[src/rtl/rstseq_pkg.sv]
package rstseq_pkg;

    typedef enum logic [2:0] {
        IDLE_RESET,
        BOR_HOLD,
        PWRT,
        OST,
        PLL_LOCK,
        RUN
    } seq_state_e;

    typedef enum logic [1:0] {
        CAUSE_NONE     = 2'b00,
        CAUSE_POWERON  = 2'b01,
        CAUSE_BROWNOUT = 2'b10,
        CAUSE_EXTPIN   = 2'b11
    } rst_cause_e;

    // Modes 0..3 drive a crystal or resonator; 4..7 use an external or RC clock.
    localparam logic [2:0] OSC_XTAL_LAST = 3'd3;

    function automatic logic osc_is_crystal(input logic [2:0] mode);
        return mode <= OSC_XTAL_LAST;
    endfunction

endpackage

[src/rtl/rstseq_sync.sv]
module rstseq_sync #(
    parameter int   STAGES  = 2,
    parameter logic RST_VAL = 1'b0
) (
    input  logic clk,
    input  logic rst_n,
    input  logic d,
    output logic q
);
    logic [STAGES-1:0] chain_q;

    always_ff @(posedge clk or negedge rst_n) begin
        if (!rst_n) begin
            chain_q <= {STAGES{RST_VAL}};
        end else begin
            chain_q[0] <= d;
            for (int i = 1; i < STAGES; i++) begin
                chain_q[i] <= chain_q[i-1];
            end
        end
    end

    assign q = chain_q[STAGES-1];

    initial begin
        a_r9_stage_count: assert (STAGES >= 1);
    end
endmodule

[src/rtl/rstseq_bor_filter.sv]
module rstseq_bor_filter #(
    parameter int TBOR_CYCLES = 200
) (
    input  logic clk,
    input  logic rst_n,
    input  logic en,
    input  logic low,
    output logic trip
);
    localparam int W = $clog2(TBOR_CYCLES + 1);

    logic [W-1:0] hold_q;

    // Saturating length of the current low stretch.
    always_ff @(posedge clk or negedge rst_n) begin
        if (!rst_n) begin
            hold_q <= '0;
        end else if (!(en && low)) begin
            hold_q <= '0;
        end else if (hold_q != W'(TBOR_CYCLES)) begin
            hold_q <= hold_q + W'(1);
        end
    end

    assign trip = en && low && (hold_q == W'(TBOR_CYCLES));

    // a trip is never caused by a single low cycle.
    a_r5_trip_after_hold: assert property (@(posedge clk) disable iff (!rst_n)
        trip |-> ($past(low) && $past(en)));
endmodule

[src/rtl/rstseq_timer.sv]
module rstseq_timer #(
    parameter int W = 12
) (
    input  logic         clk,
    input  logic         rst_n,
    input  logic         clear,
    input  logic         step,
    input  logic [W-1:0] limit,
    output logic         done
);
    logic [W-1:0] count_q;

    always_ff @(posedge clk or negedge rst_n) begin
        if (!rst_n) begin
            count_q <= '0;
        end else if (clear) begin
            count_q <= '0;
        end else if (step) begin
            count_q <= count_q + W'(1);
        end
    end

    assign done = step && (count_q == limit - W'(1));

    // the shared counter stays below the limit of the running phase.
    a_r2_count_in_range: assert property (@(posedge clk) disable iff (!rst_n)
        (limit != '0) |-> (count_q < limit));
endmodule

[src/rtl/rstseq_ctrl.sv]
module rstseq_ctrl
    import rstseq_pkg::*;
#(
    parameter int PWRT_TICKS  = 2048,
    parameter int OST_CYCLES  = 1024,
    parameter int PLL_TICKS   = 64,
    parameter int TBOR_CYCLES = 200,
    parameter int SYNC_STAGES = 2
) (
    input  logic       clk,
    input  logic       por_n,
    input  logic       rc_tick,
    input  logic       ext_rst_n,
    input  logic       supply_low,
    input  logic       cfg_pwrt_off,
    input  logic       cfg_bor_en,
    input  logic [2:0] cfg_osc_mode,
    input  logic       cfg_pll_en,
    output logic       rst_out,
    output logic [1:0] rst_cause
);
    localparam int LONG_AB = (PWRT_TICKS > OST_CYCLES) ? PWRT_TICKS : OST_CYCLES;
    localparam int LONGEST = (LONG_AB > PLL_TICKS) ? LONG_AB : PLL_TICKS;
    localparam int CNT_W   = $clog2(LONGEST + 1);

    seq_state_e   state_q, state_nx, after_pwrt;
    rst_cause_e   cause_q;
    logic         rst_q;
    logic         por_path_q;
    logic         ext_s, low_s, bor_low, bor_trip;
    logic         tmr_clear, tmr_step, tmr_done;
    logic [CNT_W-1:0] tmr_limit;

    rstseq_sync #(.STAGES(SYNC_STAGES), .RST_VAL(1'b1)) u_ext_sync (
        .clk(clk), .rst_n(por_n), .d(ext_rst_n), .q(ext_s)
    );

    rstseq_sync #(.STAGES(SYNC_STAGES), .RST_VAL(1'b0)) u_low_sync (
        .clk(clk), .rst_n(por_n), .d(supply_low), .q(low_s)
    );

    rstseq_bor_filter #(.TBOR_CYCLES(TBOR_CYCLES)) u_bor_filt (
        .clk(clk), .rst_n(por_n), .en(cfg_bor_en), .low(low_s), .trip(bor_trip)
    );

    rstseq_timer #(.W(CNT_W)) u_timer (
        .clk(clk), .rst_n(por_n), .clear(tmr_clear), .step(tmr_step),
        .limit(tmr_limit), .done(tmr_done)
    );

    assign bor_low = cfg_bor_en && low_s;

    // Phase that follows the power-up delay (or replaces it when bypassed).
    always_comb begin
        after_pwrt = (por_path_q && osc_is_crystal(cfg_osc_mode)) ? OST : RUN;
    end

    // Timer source and length per phase.
    always_comb begin
        tmr_limit = CNT_W'(1);
        tmr_step  = 1'b0;
        unique case (state_q)
            PWRT:     begin tmr_limit = CNT_W'(PWRT_TICKS); tmr_step = rc_tick; end
            OST:      begin tmr_limit = CNT_W'(OST_CYCLES); tmr_step = 1'b1;    end
            PLL_LOCK: begin tmr_limit = CNT_W'(PLL_TICKS);  tmr_step = rc_tick; end
            default:  begin tmr_limit = CNT_W'(1);          tmr_step = 1'b0;    end
        endcase
    end

    assign tmr_clear = (state_nx != state_q);

    always_comb begin
        state_nx = state_q;
        if (!ext_s) begin
            state_nx = IDLE_RESET;
        end else begin
            unique case (state_q)
                IDLE_RESET: begin
                    if (bor_low)            state_nx = BOR_HOLD;
                    else if (!cfg_pwrt_off) state_nx = PWRT;
                    else                    state_nx = after_pwrt;
                end
                BOR_HOLD: begin
                    if (!bor_low) state_nx = cfg_pwrt_off ? after_pwrt : PWRT;
                end
                PWRT: begin
                    if (bor_low)       state_nx = BOR_HOLD;
                    else if (tmr_done) state_nx = after_pwrt;
                end
                OST: begin
                    if (bor_trip)      state_nx = BOR_HOLD;
                    else if (tmr_done) state_nx = cfg_pll_en ? PLL_LOCK : RUN;
                end
                PLL_LOCK: begin
                    if (bor_trip)      state_nx = BOR_HOLD;
                    else if (tmr_done) state_nx = RUN;
                end
                RUN: begin
                    if (bor_trip) state_nx = BOR_HOLD;
                end
                default: state_nx = IDLE_RESET;
            endcase
        end
    end

    // State register and power-on path flag.
    always_ff @(posedge clk or negedge por_n) begin
        if (!por_n) begin
            state_q    <= IDLE_RESET;
            por_path_q <= 1'b1;
        end else begin
            state_q <= state_nx;
            if (!ext_s || state_nx == BOR_HOLD || state_nx == RUN) begin
                por_path_q <= 1'b0;
            end
        end
    end

    // Outputs: registered reset and last cause.
    always_ff @(posedge clk or negedge por_n) begin
        if (!por_n) begin
            rst_q   <= 1'b1;
            cause_q <= CAUSE_POWERON;
        end else begin
            rst_q <= (state_nx != RUN);
            if (!ext_s && state_q != IDLE_RESET) begin
                cause_q <= CAUSE_EXTPIN;
            end else if (state_nx == BOR_HOLD && state_q != BOR_HOLD) begin
                cause_q <= CAUSE_BROWNOUT;
            end
        end
    end

    assign rst_out   = rst_q;
    assign rst_cause = cause_q;

    a_r9_pin_forces_reset: assert property (@(posedge clk) disable iff (!por_n)
        !ext_s |=> rst_out);

    a_r7_pwrt_dip_rearms: assert property (@(posedge clk) disable iff (!por_n)
        (state_q == PWRT && cfg_bor_en && low_s && ext_s) |=> (state_q == BOR_HOLD));

    a_r6_hold_while_low: assert property (@(posedge clk) disable iff (!por_n)
        (state_q == BOR_HOLD && cfg_bor_en && low_s && ext_s) |=> (state_q == BOR_HOLD && rst_out));

    a_r4_pll_after_ost: assert property (@(posedge clk) disable iff (!por_n)
        (state_q == PLL_LOCK && $past(state_q) != PLL_LOCK) |-> ($past(state_q) == OST));

    a_r3_ost_only_poweron: assert property (@(posedge clk) disable iff (!por_n)
        (state_q == OST) |-> (rst_cause == CAUSE_POWERON));

    a_r8_bor_off_keeps_run: assert property (@(posedge clk) disable iff (!por_n)
        (state_q == RUN && !cfg_bor_en && ext_s) |=> !rst_out);
endmodule

[config.mk]
export PLATFORM = sky130hd
export DESIGN_NAME = rstseq_ctrl
export DESIGN_NICKNAME = d
export VERILOG_FILES = /design/src/rtl/rstseq_pkg.sv /design/src/rtl/rstseq_sync.sv /design/src/rtl/rstseq_bor_filter.sv /design/src/rtl/rstseq_timer.sv /design/src/rtl/rstseq_ctrl.sv
export SDC_FILE = /design/constraint.sdc
export NUM_CORES = 1
export LEC_CHECK = 0
export BUFFER_PORTS_ARGS = -buffer_cell sky130_fd_sc_hd__buf_2
export CAP_MARGIN = 30
export CORE_MARGIN = 2
export CORE_UTILIZATION = 45
export DETAILED_ROUTE_END_ITERATION = 16
export PLACE_DENSITY_LB_ADDON = 0.15
export SETUP_SLACK_MARGIN = 0.02
export SYNTH_ARGS = -nofsm -noshare
export SYNTH_HDL_FRONTEND = slang
export SYNTH_SLANG_ARGS = --single-unit
[constraint.sdc]
create_clock -name clk -period 2.24 [get_ports clk]
set_input_delay 0.112 -clock clk [delete_from_list [all_inputs] [get_ports clk]]
set_output_delay 0.112 -clock clk [all_outputs]
set_load 0.02 [all_outputs]
==> reports/metrics.json, run 1 <==
{
  "cts": {
    "tritoncts.num_buffers": 5,
    "cts.clk_slew.worst_paths_ns": 0.07,
    "cts_post_setup_buffers_inserted": 0,
    "cts.path.max_buffers": 2,
    "cts_tree": "yes",
    "root_buffer_selected_by_cts": "sky130_fd_sc_hd__clkbuf_8",
    "htree_num_levels": 2,
    "clock_latency_ns": 0.28,
    "cts.sinks": 31
  },
  "global_route": {
    "grt_pass1_vias": 1346,
    "globalRouteTotalUtil": 0.1782,
    "grt_start_max_net_pins": 32,
    "globalRoute.totalOverflow": 0,
    "number_of_antenna_violations_at_the_first_check_in_global_routing": 0,
    "first_pass_grt_wire_length_mm": 5.996
  },
  "critical_path": {
    "cp-startpoint": "state_q[2]",
    "worstPathCellList": "a211o_1 -> a32oi_2 -> o221ai_2 -> a32oi_1 -> o211ai_2 -> buf_4 -> nor3_1",
    "critPathArrivalTime_ns": 2.23,
    "end_kind": "flip-flop",
    "critical_path.startpoint_type": "flip-flop",
    "crit-reg2reg-capture": "u_timer.count_q[11]",
    "endpoint": "u_timer.count_q[11]",
    "critPathKind": "reg2reg",
    "r2r-start": "state_q[2]",
    "critPathRequiredTime_ns": 2.44,
    "cp_max_fo": 12,
    "worst_path_largest_cell_delay_ns": 0.47,
    "worst_path_max_delay_cell": "sky130_fd_sc_hd__dfrtp_1",
    "ff2ff_path_depth": 7,
    "rrSetupSlack_ns": 0.21
  },
  "power_and_ir_drop": {
    "power_leakage_nw": 0.8947,
    "switching_power_w": 0.0004130,
    "clock_power_share": 0.307,
    "cell_internal_pwr_w": 0.0009386,
    "max_rail_drop_vdd_uv": 298.8,
    "share_comb_of_total_power": 0.229,
    "power_frac_seq": 0.464,
    "power.share.switching": 0.3056,
    "power_density_nw_per_um2": 652.3
  },
  "routing": {
    "drt-vias-per-instance": 5.526,
    "detailroute.via_count": 1387,
    "drcViolationCount": 0,
    "firstDrtPassIters": 4,
    "drt-initial-drc-count": 161,
    "route.antenna.remaining_nets": 0,
    "detail_route.wl_per_cell_um": 13.76,
    "routed_wirelength_mm": 3.455
  },
  "sta": {
    "timing.final.crit_period_ns": 2.034,
    "setup_violation_total_in_the_final_timing_report": 0,
    "maxSlewViolCount": 0,
    "max_clock_freq_ghz": 0.4916,
    "grt_setup_unrepaired": "no",
    "finalSetupTns_ns": 0,
    "worst_pin_slew_ns": 0.6776,
    "timing.final.crit_share": 0.9081,
    "finalHoldViolCount": 0,
    "finalClockSkew_ns": 0.007986,
    "timing.max_slew.rel_slack": 0.5483,
    "final.hold.worst_slack_ns": 0.3201
  },
  "synthesis": {
    "syn_area_um2": 1813,
    "syn_warnings": 0,
    "avgSynthCellArea_um2": 10.07,
    "syn_nets": 194,
    "synthCells": 180,
    "library_cells_used_by_synthesis": 48,
    "postSynthRegisterBits": 31,
    "synth.yosys.seq_area_share": 0.4313
  },
  "layout": {
    "fill_cells": 351,
    "multi_input_area_um2": 964.7,
    "post-route-cell-area_um2": 2072,
    "antenna_cells": 0,
    "area_growth_syn_to_layout_pct": 14.29,
    "fin_nets": 214,
    "final_layout_size_suffix_gt1_frac": 0.2637,
    "sequential_cell_area_um2": 783.3
  },
  "outcome": {
    "run_status": "finished clean"
  },
  "die": {
    "num_io_pins": 14,
    "design.core.area_um2": 3943,
    "placementRows": 23,
    "chipWidth_um": 67.48,
    "die_h_um": 67.48,
    "initial_core_util": 0.4599,
    "fp.dieArea_um2": 4553
  },
  "place": {
    "placed_cell_area_um2": 1946,
    "gpl.final_weighted_congestion": 0.8845,
    "port_buffers": 11,
    "dpl.hpwl_mm": 2.533
  },
  "min_path": {
    "timing.hold.worst.class": "in2reg"
  },
  "job": {
    "drv_cap": 0
  }
}
## cells in the final DEF, fill, tap and decap left out, types with 7 or more instances in the layout
master and n:
sky130_fd_sc_hd__buf_4 7, sky130_fd_sc_hd__and3_1 8, sky130_fd_sc_hd__xor2_1 14, sky130_fd_sc_hd__a21oi_1 8
sky130_fd_sc_hd__buf_2 11, sky130_fd_sc_hd__nand2_1 11, sky130_fd_sc_hd__nor2_1 18, sky130_fd_sc_hd__nand3_1 8
sky130_fd_sc_hd__dfrtp_1 25, sky130_fd_sc_hd__nor3_2 10
## synth_stat cells, drive strengths merged
master | number | area (um2)
dfrtp | 26 | 650.6
nor2 | 18 | 67.56
xor2 | 14 | 122.6
nor3 | 12 | 110.1
nand2 | 11 | 41.29
a21oi | 8 | 40.04
and3 | 8 | 50.05
nand3 | 8 | 40.04
buf | 7 | 50.05
dfstp | 5 | 131.4
inv | 5 | 18.77
nand4 | 5 | 31.28
o21ai | 5 | 25.02
xnor2 | 4 | 35.03
a31oi | 3 | 18.77
a32oi | 3 | 33.79
and3b | 3 | 26.28
ha | 3 | 37.54
a211o | 2 | 17.52
a211oi | 2 | 25.02
a2bb2oi | 2 | 17.52
a32o | 2 | 20.02
and2 | 2 | 12.51
clkbuf | 2 | 7.510
nand2b | 2 | 12.51
a21o | 1 | 7.510
a221oi | 1 | 8.760
a311o | 1 | 10.01
a31o | 1 | 8.760
and2b | 1 | 7.510
and4 | 1 | 8.760
and4bb | 1 | 12.51
mux2i | 1 | 10.01
nand3b | 1 | 7.510
nor2b | 1 | 6.260
nor3b | 1 | 12.51
nor4 | 1 | 6.260
nor4bb | 1 | 10.01
o211ai | 1 | 12.51
o221a | 1 | 11.26
o221ai | 1 | 15.01
o22ai | 1 | 6.260
o2bb2ai | 1 | 8.760
## sequential cells by signal, indices dropped and copies added (netlist names)
signal,count
rst_out,1
u_bor_filt.hold_q,8
rst_cause,2
u_ext_sync.chain_q,2
u_timer.count_q,12
por_path_q,1
state_q,3
u_low_sync.chain_q,2
## routing by layer
| layer | global-route usage | share of wire | vias to the layer above |
|---|---|---|---|
| li1 | - | - | 695 |
| met1 | 0.2250 | 0.46 | 660 |
| met2 | 0.2782 | 0.48 | 27 |
| met3 | 0.05000 | 0.043 | 5 |
| met4 | 0.08929 | 0.016 | 0 |
| met5 | 0 | 0 | - |
## cell families (layout without fill, tap and decap cells)
family                   Yosys count  after routing  share of synthesized area
flip-flops                        31             31                     0.4313
adder cells (fa/ha/maj)            3              3                    0.02071
AND/OR/NAND/NOR                   77             77                     0.2554
XOR/XNOR                          18             18                    0.08696
AO/OA/AOI/OAI                     36             36                     0.1580
multiplexers                       1              1                   0.005521
buffers and inverters             14             35                    0.04210
## worst min path at each step
stage	start	endpoint	slack [ns]	cells after the start
floorplan	por_n	rst_cause[1]	-0.18	0
global placement	por_n	u_bor_filt.hold_q[5]	0.18	1
detailed placement	por_n	u_bor_filt.hold_q[5]	0.20	1
CTS	cfg_bor_en	u_bor_filt.hold_q[3]	0.31	4
global route	cfg_bor_en	u_bor_filt.hold_q[5]	0.34	4
finish	cfg_bor_en	u_bor_filt.hold_q[3]	0.32	4
## area by class of cell
type,instances,area share
clock buffer,6,0.03502
clock inverter,2,0.006039
inverter,5,0.009058
multi-input combinational,135,0.4656
sequential,31,0.3780
tap,50,0.03019
timing repair buffer,22,0.07609
## through the flow
step	std cells	power, W	utilization	setup slack [ns]
3_3_place_gp	240	0.0009379	0.4935	0.1556
2_1_floorplan	180	0.0008534	-	0.3470
5_1_grt	251	0.001441	0.5255	0.02608
4_1_cts	251	0.001365	0.5227	0.1102
3_5_place_dp	240	0.0009380	0.4935	0.1336
6_report	251	0.001352	0.5255	0.2058
## worst max-delay path, delay by kind of cell (launching register included)
family	cells	cell delay [ns]
AOI/OAI and AO/OA	5	1.10
DFF	1	0.47
buffers and inverters	1	0.20
and+or+nand+nor	1	0.17
## power by group through the flow
stage,clock (W),sequential (W),combinational [W]
5_1_grt,0.000466,0.000631,0.000345
6_report,0.000415,0.000627,0.000309
4_1_cts,0.000432,0.000626,0.000307
3_3_place_gp,0,0.000637,0.000301
2_1_floorplan,0,0.000634,0.000220
3_5_place_dp,0,0.000636,0.000302
## repair_timing
action,4_1_cts,5_1_grt
hold buffers,3,0
endpoints found under the hold margin,28,0
setup endpoints to repair,0,13
gates resized for setup,0,3
Power figures use the tool's default switching activity.
==> run 2, diff against run 1 <==
--- a/config.mk
+++ b/config.mk
@@ -7,10 +7,11 @@
 export LEC_CHECK = 0
 export BUFFER_PORTS_ARGS = -buffer_cell sky130_fd_sc_hd__buf_2
 export CAP_MARGIN = 30
-export CORE_MARGIN = 2
 export CORE_UTILIZATION = 45
 export DETAILED_ROUTE_END_ITERATION = 16
+export MAX_ROUTING_LAYER = met4
 export PLACE_DENSITY_LB_ADDON = 0.15
+export RECOVER_POWER = 100
 export SETUP_SLACK_MARGIN = 0.02
 export SYNTH_ARGS = -nofsm -noshare
 export SYNTH_HDL_FRONTEND = slang
==> run 2 against run 1 <==
Sequential share of layout area rose by 1.1 points. Largest cell class unchanged. Design area fell by 2.7%. Count of clock-buffer cells in the layout rose by 1. Global-route usage rose by 3.3 points. First-iteration DRC count fell by 49%. Routed wire length rose by 11%. Utilization rose by 0.90 points. Clock skew fell by 0.0030 ns. Critical path depth did not move. Register-to-register slack got worse by 0.06 ns. Flip-flop and latch count did not move. Critical path type unchanged.
==> reports/metrics.json, run 2 (synthesis gave the netlist of run 1 again) <==
{
  "critical_path": {
    "timing.critical_path.max_delay_family": "compound AO/OA/AOI/OAI gates",
    "critPathRequiredTime": {"value": 2.43, "unit": "ns", "change": "about the same"},
    "critPathKind": "reg2reg",
    "worst_path_largest_cell_delay": {"value": 0.50, "unit": "ns", "change": "+0.03 ns"},
    "end_kind": "flip-flop",
    "critPathArrivalTime": {"value": 2.29, "unit": "ns", "change": "+0.06 ns"},
    "cp.buffers_inverters": {"value": 2, "change": "+1"},
    "cp_max_fo": {"value": 12, "change": "unchanged"},
    "critical_path.startpoint_type": "flip-flop",
    "worst_path_max_delay_cell": "sky130_fd_sc_hd__dfrtp_1",
    "worstPathCellList": "inv_1 -> a32oi_2 -> a21o_1 -> a221oi_1 -> o211ai_2 -> buf_12 -> nor3_1"
  },
  "global_route": {
    "globalRouteTotalUtil": {"value": 0.2110, "change": "+0.03276"},
    "grt_start_max_net_pins": {"value": 32, "change": "unchanged"},
    "globalRoute.totalOverflow": {"value": 0, "change": "unchanged"},
    "first_pass_grt_wire_length": {"value": 6.665, "unit": "mm", "change": "+11%"},
    "grt_pass1_vias": {"value": 1446, "change": "+7.4%"},
    "number_of_antenna_violations_at_the_first_check_in_global_routing": {"value": 0, "change": "unchanged"}
  },
  "layout": {
    "fin_nets": {"value": 212, "change": "-0.93%"},
    "area_growth_syn_to_layout_pct": 11.18,
    "commonest_non_fill_non_tap_cell_in_the_layout": "sky130_fd_sc_hd__dfrtp_1",
    "largest_register": "u_timer.count_q",
    "finish.utilization": {"value": 0.5345, "change": "+0.008959"},
    "antenna_cells": {"value": 0, "change": "unchanged"},
    "fill_cells": {"value": 355, "change": "+1.1%"},
    "layout.cells.most_common_list": "sky130_fd_sc_hd__dfrtp_1, sky130_fd_sc_hd__nor2_1, sky130_fd_sc_hd__xor2_1",
    "reg_top3": "u_timer.count_q: 12 flops, u_bor_filt.hold_q: 8 flops, state_q: 3 flops",
    "largest_register_ff_count": {"value": 12, "change": "unchanged"},
    "final_layout_size_suffix_gt1_frac": {"value": 0.1960, "change": "-0.06770"}
  },
  "power_and_ir_drop": {
    "power_density": {"value": 667.3, "unit": "nW/um2", "change": "+2.3%"},
    "cell_internal_pwr": {"value": 0.0009402, "unit": "W", "change": "+0.18%"},
    "power.share.switching": {"value": 0.3010, "change": "-0.004597"},
    "switching_power": {"value": 0.0004049, "unit": "W", "change": "-2.0%"},
    "power_leakage": {"value": 0.8639, "unit": "nW", "change": "-3.4%"},
    "fin_total_pwr": {"value": 0.001345, "unit": "W", "change": "-0.48%"},
    "share_comb_of_total_power": {"value": 0.228, "change": "about the same"},
    "clock_power_share": {"value": 0.303, "change": "-0.004"},
    "max_rail_drop_vdd": {"value": 393.4, "unit": "uV", "change": "+32%"},
    "power_frac_seq": {"value": 0.468, "change": "+0.004"}
  },
  "sta": {
    "maxSlewViolCount": {"value": 0, "change": "unchanged"},
    "grt_setup_unrepaired": "no",
    "setup_violation_total_in_the_final_timing_report": {"value": 0, "change": "unchanged"},
    "finalClockSkew": {"value": 0.004988, "unit": "ns", "change": "-0.002998 ns"},
    "timing.final.crit_period": {"value": 2.097, "unit": "ns", "change": "+0.06259 ns"},
    "max_clock_freq": {"value": 0.4769, "unit": "GHz", "change": "-3.0%"},
    "worst_pin_slew": {"value": 0.6898, "unit": "ns", "change": "+0.01218 ns"},
    "finalSetupTns": {"value": 0, "unit": "ns", "change": "unchanged"},
    "timing.final.crit_share": {"value": 0.9361, "change": "+0.02794"},
    "timing.max_slew.rel_slack": {"value": 0.5402, "change": "-0.008119"},
    "finalHoldViolCount": {"value": 0, "change": "unchanged"}
  },
  "cts": {
    "cts.path.max_buffers": {"value": 2, "change": "unchanged"},
    "cts.clk_slew.worst_paths": {"value": 0.06, "unit": "ns", "change": "about the same"},
    "cts.sinks": {"value": 31, "change": "unchanged"},
    "root_buffer_selected_by_cts": "sky130_fd_sc_hd__clkbuf_8",
    "tritoncts.num_buffers": {"value": 5, "change": "unchanged"},
    "cts_post_setup_buffers_inserted": {"value": 0, "change": "unchanged"},
    "htree_num_levels": {"value": 2, "change": "unchanged"},
    "clock_latency": {"value": 0.28, "unit": "ns", "change": "about the same"},
    "cts_tree": "yes"
  },
  "place": {
    "port_buffers": {"value": 11, "change": "unchanged"},
    "dpl.hpwl": {"value": 2.701, "unit": "mm", "change": "+6.6%"},
    "gpl.final_weighted_congestion": {"value": 0.9332, "change": "+5.5%"}
  },
  "die": {
    "die_h": {"value": 65.48, "unit": "um", "change": "-3.0%"},
    "placementRows": {"value": 22, "change": "-4.3%"},
    "initial_core_util": {"value": 0.4808, "change": "+0.02090"},
    "num_io_pins": {"value": 14, "change": "unchanged"},
    "design.core.area": {"value": 3771, "unit": "um2", "change": "-4.3%"},
    "chipWidth": {"value": 65.48, "unit": "um", "change": "-3.0%"},
    "fp.dieArea": {"value": 4287, "unit": "um2", "change": "-5.8%"}
  },
  "job": {
    "drv_cap": {"value": 0, "change": "unchanged"}
  },
  "min_path": {
    "timing.hold.worst.class": "in2reg"
  },
  "routing": {
    "detailroute.via_count": {"value": 1441, "change": "+3.9%"},
    "detail_route.wl_per_cell": {"value": 15.55, "unit": "um", "change": "+13%"},
    "routed_wirelength": {"value": 3.841, "unit": "mm", "change": "+11%"},
    "drt-vias-per-instance": {"value": 5.834, "change": "+5.6%"},
    "drcViolationCount": {"value": 0, "change": "unchanged"},
    "drt-initial-drc-count": {"value": 82, "change": "-49%"},
    "route.antenna.remaining_nets": {"value": 0, "change": "unchanged"},
    "firstDrtPassIters": {"value": 5, "change": "+1"}
  },
  "outcome": {
    "run_status": "finished clean"
  }
}
==> run 2: cell count changes in the layout (fill, tap and decap cells not counted), moves of 3 or more <==
cell / previous run / this run
sky130_fd_sc_hd__nor3_1: 2 / 10
sky130_fd_sc_hd__nor3_2: 10 / 2
sky130_fd_sc_hd__clkbuf_1: 1 / 6
sky130_fd_sc_hd__buf_4: 7 / 3
sky130_fd_sc_hd__buf_2: 11 / 8
==> run 2: routing by layer <==
layer | wire length, um | vias to the layer above | global-route usage
li1 | - | 695 | -
met1 | 1780 | 702 | 0.2619
met2 | 1859 | 38 | 0.3466
met3 | 166 | 6 | 0.05208
met4 | 34 | 0 | 0.04891
met5 | 0 | - | -
==> run 2: power groups by stage <==
stage | clock network [W] | logic (W) | registers, W
2_1_floorplan | 0 | 0.000220 | 0.000634
3_3_place_gp | 0 | 0.000308 | 0.000636
3_5_place_dp | 0 | 0.000312 | 0.000638
4_1_cts | 0.000421 | 0.000318 | 0.000628
5_1_grt | 0.000445 | 0.000337 | 0.000632
6_report | 0.000408 | 0.000307 | 0.000630
==> run 2: stage by stage <==
| stage | hold WS (ns) | area (um2) | std cells | setup WS, ns |
|---|---|---|---|---|
| after global routing | 0.3575 | 2016 | 247 | 0.02058 |
| after floorplan | -0.1836 | 1813 | 180 | 0.3470 |
| after global placement | 0.1824 | 1941 | 236 | 0.1453 |
| after detailed placement | 0.1996 | 1941 | 236 | 0.09115 |
| final | 0.3506 | 2016 | 247 | 0.1432 |
| after CTS | 0.3294 | 2052 | 247 | 0.04677 |
==> run 2: final cells by class <==
type                       count  area, um2  area share
multi-input combinational    135      924.6      0.4587
timing repair buffer          20      147.6     0.07325
sequential                    31      783.3      0.3886
clock buffer                   7      76.32     0.03786
clock inverter                 1      5.005    0.002483
inverter                       5      18.77    0.009311
tap                           48      60.06     0.02980
==> run 2: path summary, 6_finish.rpt <==
kind / startpoint / slack [ns] / depth (start not counted) / to
max: state_q[1] / 0.14 / 7 / u_timer.count_q[4]
min: cfg_bor_en / 0.35 / 4 / u_bor_filt.hold_q[0]
max reg2reg: state_q[1] / 0.14 / 7 / u_timer.count_q[4]
min reg2reg: u_low_sync.chain_q[0] / 0.35 / 0 / u_low_sync.chain_q[1]
max in group asynchronous: por_n / 1.33 / 2 / state_q[2]
min in group asynchronous: por_n / 0.41 / 2 / u_timer.count_q[4]
==> run 2: tightest hold or removal path: stages <==
cell and delay (ns):
sky130_fd_sc_hd__buf_2 0.12, sky130_fd_sc_hd__nand2_1 0.10, sky130_fd_sc_hd__buf_4 0.19, sky130_fd_sc_hd__nor2_1 0.06
==> run 2: repair_timing <==
item,CTS,global route
hold endpoints to repair,28,0
resized for setup,0,5
endpoints found under the setup margin,0,17
hold buffers,3,0
==> run 3, diff against run 2 <==
--- a/config.mk
+++ b/config.mk
@@ -5,10 +5,12 @@
 export SDC_FILE = /design/constraint.sdc
 export NUM_CORES = 1
 export LEC_CHECK = 0
+export ABC_AREA = 1
 export BUFFER_PORTS_ARGS = -buffer_cell sky130_fd_sc_hd__buf_2
 export CAP_MARGIN = 30
 export CORE_UTILIZATION = 45
 export DETAILED_ROUTE_END_ITERATION = 16
+export GPL_TIMING_DRIVEN = 0
 export MAX_ROUTING_LAYER = met4
 export PLACE_DENSITY_LB_ADDON = 0.15
 export RECOVER_POWER = 100
==> run 3 against run 2 <==
Count of clock-buffer cells in the layout did not move. Die area shrank 1.1%. Sequential share of layout area shrank 0.43 points.
==> reports/metrics.json, run 3 <==
{
  "outcome": {
    "run_status": "finished clean"
  },
  "synthesis": {
    "library_cells_used_by_synthesis": {"value": 31, "change": "-35%"},
    "synth_area_leaders": "sky130_fd_sc_hd__dfrtp_1, sky130_fd_sc_hd__nand2_1, sky130_fd_sc_hd__dfstp_2, sky130_fd_sc_hd__inv_1, sky130_fd_sc_hd__nand3_1",
    "synth-edff-count": {"value": 0, "change": "unchanged"},
    "avgSynthCellArea": {"value": 7.963, "unit": "um2", "change": "-21%"},
    "yosys.area.top_type_share": {"value": 0.3631, "change": "+0.004260"},
    "synthMostInstantiatedCell": "sky130_fd_sc_hd__nand2_1",
    "most_frequent_cells_after_synthesis": "sky130_fd_sc_hd__nand2_1, sky130_fd_sc_hd__inv_1, sky130_fd_sc_hd__dfrtp_1, sky130_fd_sc_hd__nor2_1, sky130_fd_sc_hd__nand3_1",
    "syn_warnings": {"value": 0, "change": "unchanged"},
    "postSynthRegisterBits": {"value": 31, "change": "unchanged"},
    "syn_nets": {"value": 239, "change": "+23%"},
    "synth_top_cell_by_area": "sky130_fd_sc_hd__dfrtp_1",
    "ys.flop_type": "sky130_fd_sc_hd__dfrtp_1",
    "synth.yosys.seq_area_share": {"value": 0.4365, "change": "+0.005121"},
    "syn_area": {"value": 1792, "unit": "um2", "change": "-1.2%"},
    "synthCells": {"value": 225, "change": "+25%"},
    "postSynth.asyncResetShare": {"value": 1.000, "change": "unchanged"}
  },
  "sta": {
    "worst_pin_slew": {"value": 0.7135, "unit": "ns", "change": "+0.02378 ns"},
    "timing.final.crit_share": {"value": 0.9146, "change": "-0.02149"},
    "final.hold.worst_slack": {"value": 0.2983, "unit": "ns", "change": "-0.05227 ns"},
    "timing.final.crit_period": {"value": 2.049, "unit": "ns", "change": "-0.04815 ns"},
    "maxSlewViolCount": {"value": 0, "change": "unchanged"},
    "timing.max_slew.rel_slack": {"value": 0.5243, "change": "-0.01585"},
    "finalSetupTns": {"value": 0, "unit": "ns", "change": "unchanged"},
    "finalClockSkew": {"value": 0.002701, "unit": "ns", "change": "-0.002288 ns"},
    "grt_setup_unrepaired": "no",
    "setup_violation_total_in_the_final_timing_report": {"value": 0, "change": "unchanged"},
    "max_clock_freq": {"value": 0.4881, "unit": "GHz", "change": "+2.4%"},
    "finalHoldViolCount": {"value": 0, "change": "unchanged"}
  },
  "routing": {
    "drt-vias-per-instance": {"value": 4.708, "change": "-19%"},
    "drcViolationCount": {"value": 0, "change": "unchanged"},
    "routed_wirelength": {"value": 3.232, "unit": "mm", "change": "-16%"},
    "firstDrtPassIters": {"value": 4, "change": "-1"},
    "drt-initial-drc-count": {"value": 64, "change": "-22%"},
    "detail_route.wl_per_cell": {"value": 10.85, "unit": "um", "change": "-30%"},
    "detailroute.via_count": {"value": 1403, "change": "-2.6%"},
    "route.antenna.remaining_nets": {"value": 0, "change": "unchanged"}
  },
  "global_route": {
    "grt_start_max_net_pins": {"value": 32, "change": "unchanged"},
    "grt_pass1_vias": {"value": 1245, "change": "-14%"},
    "number_of_antenna_violations_at_the_first_check_in_global_routing": {"value": 0, "change": "unchanged"},
    "globalRouteTotalUtil": {"value": 0.1784, "change": "-0.03258"},
    "first_pass_grt_wire_length": {"value": 5.485, "unit": "mm", "change": "-18%"},
    "globalRoute.totalOverflow": {"value": 0, "change": "unchanged"}
  },
  "min_path": {
    "min-delay-start": "cfg_bor_en",
    "timing.hold.worst.class": "in2reg"
  },
  "layout": {
    "final_layout_size_suffix_gt1_frac": {"value": 0.2160, "change": "+0.02002"},
    "antenna_cells": {"value": 0, "change": "unchanged"},
    "reg_top3": "u_timer.count_q: 12 flops, u_bor_filt.hold_q: 8 flops, state_q: 3 flops",
    "layout.cells.most_common_list": "sky130_fd_sc_hd__nand2_1, sky130_fd_sc_hd__nor2_1, sky130_fd_sc_hd__inv_1",
    "fill_cells": {"value": 376, "change": "+5.9%"},
    "area_growth_syn_to_layout_pct": 13.76,
    "fin_nets": {"value": 263, "change": "+24%"},
    "largest_register_ff_count": {"value": 12, "change": "unchanged"},
    "commonest_non_fill_non_tap_cell_in_the_layout": "sky130_fd_sc_hd__nand2_1",
    "largest_register": "u_timer.count_q"
  },
  "cts": {
    "clock_latency": {"value": 0.28, "unit": "ns", "change": "about the same"},
    "htree_num_levels": {"value": 2, "change": "unchanged"},
    "cts.sinks": {"value": 31, "change": "unchanged"},
    "cts.clk_slew.worst_paths": {"value": 0.06, "unit": "ns", "change": "about the same"},
    "cts.path.max_buffers": {"value": 2, "change": "unchanged"},
    "tritoncts.num_buffers": {"value": 5, "change": "unchanged"},
    "cts_tree": "yes",
    "root_buffer_selected_by_cts": "sky130_fd_sc_hd__clkbuf_8"
  },
  "critical_path": {
    "worst_path_largest_cell_delay": {"value": 0.36, "unit": "ns", "change": "-0.14 ns"},
    "cp.buffers_inverters": {"value": 4, "change": "+2"},
    "worst_path_max_delay_cell": "sky130_fd_sc_hd__dfrtp_1",
    "critPathArrivalTime": {"value": 2.27, "unit": "ns", "change": "-0.02 ns"},
    "end_kind": "flip-flop",
    "critPathKind": "reg2reg",
    "r2r-start": "state_q[0]",
    "critical_path.startpoint_type": "flip-flop",
    "worstPathCellList": "buf_2 -> clkinv_2 -> nand3_2 -> nand2_1 -> nand2_4 -> inv_4 -> nand4_2 -> nand2_1 -> nand2_1 -> nand2_1 -> nand2_2 -> nand2_2 -> nand2_1 -> nand2_2 -> nand3_2 -> buf_12 -> nor2_1",
    "timing.critical_path.max_delay_family": "simple AND/OR/NAND/NOR gates",
    "cp_common_cell": "sky130_fd_sc_hd__nand2_1",
    "critPathRequiredTime": {"value": 2.46, "unit": "ns", "change": "+0.03 ns"},
    "cp-startpoint": "state_q[0]",
    "cp_max_fo": {"value": 10, "change": "-2"}
  },
  "die": {
    "die_h": {"value": 65.10, "unit": "um", "change": "-0.57%"},
    "chipWidth": {"value": 65.10, "unit": "um", "change": "-0.57%"},
    "fp.dieArea": {"value": 4238, "unit": "um2", "change": "-1.1%"},
    "design.core.area": {"value": 3744, "unit": "um2", "change": "-0.73%"},
    "num_io_pins": {"value": 14, "change": "unchanged"},
    "placementRows": {"value": 22, "change": "unchanged"},
    "initial_core_util": {"value": 0.4786, "change": "-0.002147"}
  },
  "job": {
    "drv_cap": {"value": 0, "change": "unchanged"}
  },
  "power_and_ir_drop": {
    "power_density": {"value": 616.5, "unit": "nW/um2", "change": "-7.6%"},
    "power_leakage": {"value": 0.9887, "unit": "nW", "change": "+14%"},
    "share_comb_of_total_power": {"value": 0.185, "change": "-0.043"},
    "switching_power": {"value": 0.0003679, "unit": "W", "change": "-9.1%"},
    "max_rail_drop_vdd": {"value": 342.2, "unit": "uV", "change": "-13%"},
    "cell_internal_pwr": {"value": 0.0008886, "unit": "W", "change": "-5.5%"},
    "power.share.switching": {"value": 0.2928, "change": "-0.008186"},
    "power_frac_seq": {"value": 0.480, "change": "+0.012"},
    "clock_power_share": {"value": 0.335, "change": "+0.032"}
  },
  "place": {
    "dpl.hpwl": {"value": 2.355, "unit": "mm", "change": "-13%"},
    "port_buffers": {"value": 11, "change": "unchanged"},
    "gpl.final_weighted_congestion": {"value": 0.8500, "change": "-8.9%"}
  }
}
-- run 3: cell types whose count changed after synthesis, sizes merged, moves of 3 or more --
cell   before  now
nand2      11   54
inv         5   32
nor2       18   37
nand3       8   24
and3        8    0
nor3       12    5
o21ai       5   11
buf         7    2
xor2       14    9
xnor2       4    0
a32oi       3    0
and3b       3    0
nand4       5    2
-- run 3: final timing paths --
path,depth (start not counted),endpoint,slack [ns]
max,17,u_timer.count_q[2],0.19
min,3,u_bor_filt.hold_q[7],0.30
max reg2reg,17,u_timer.count_q[2],0.19
min reg2reg,0,u_ext_sync.chain_q[1],0.35
max in group asynchronous,2,state_q[1],1.34
min in group asynchronous,2,rst_cause[1],0.41
-- run 3: kinds of logic (layout without fill, tap and decap cells) --
family	Yosys count	count (layout)	share of synthesized area
mux	1	1	0.005587
xor+xnor	9	9	0.04400
compound gates	21	21	0.06355
flops	31	31	0.4365
fa+ha+maj	3	3	0.02095
simple gates	123	123	0.3394
buf+inv	37	62	0.09008
-- run 3: final cells by class --
type | count | area, um2 | area share
multi-input combinational | 157 | 840.8 | 0.4125
sequential | 31 | 783.3 | 0.3843
inverter | 34 | 133.9 | 0.06568
timing repair buffer | 17 | 100.1 | 0.04911
clock buffer | 7 | 76.32 | 0.03745
tap | 48 | 60.06 | 0.02947
buffer | 3 | 38.79 | 0.01903
clock inverter | 1 | 5.005 | 0.002455
-- run 3: per-stage QoR --
stage	std cells	setup slack, ns	cell area, um2	util	power (W)
floorplan	225	0.3716	1792	-	0.0007783
global placement	284	0.1120	1907	0.5094	0.0008366
detailed placement	284	0.1025	1907	0.5094	0.0008382
CTS	295	0.07940	2018	0.5391	0.001270
global route	298	0.01240	2038	0.5445	0.001323
finish	298	0.1914	2038	0.5445	0.001257
-- run 3: what timing repair did --
item,CTS,global route
setup buffers,0,3
setup endpoints to repair,0,12
endpoints found under the hold margin,28,0
hold buffers,3,0
resized for setup,0,5
-- run 3: tightest hold or removal path: cells and delay by family --
kind / cells / cell delay [ns]
and+or+nand+nor: 2 / 0.33
buffers and inverters: 1 / 0.10
-- run 3: per-layer routing --
layer | GRT usage | routed length [um] | vias up
met4 | 0.08967 | 70 | 0
met2 | 0.2591 | 1402 | 13
met5 | - | 0 | -
li1 | - | - | 753
met3 | 0.04688 | 91 | 6
met1 | 0.2300 | 1668 | 631
-- run 3: power groups by stage --
| stage | Sequential [W] | Clock [W] | Combinational, W |
|---|---|---|---|
| floorplan | 0.000619 | 0 | 0.000159 |
| global placement | 0.000612 | 0 | 0.000224 |
| detailed placement | 0.000612 | 0 | 0.000226 |
| CTS | 0.000603 | 0.000437 | 0.000230 |
| global route | 0.000606 | 0.000455 | 0.000262 |
| finish | 0.000604 | 0.000420 | 0.000233 |
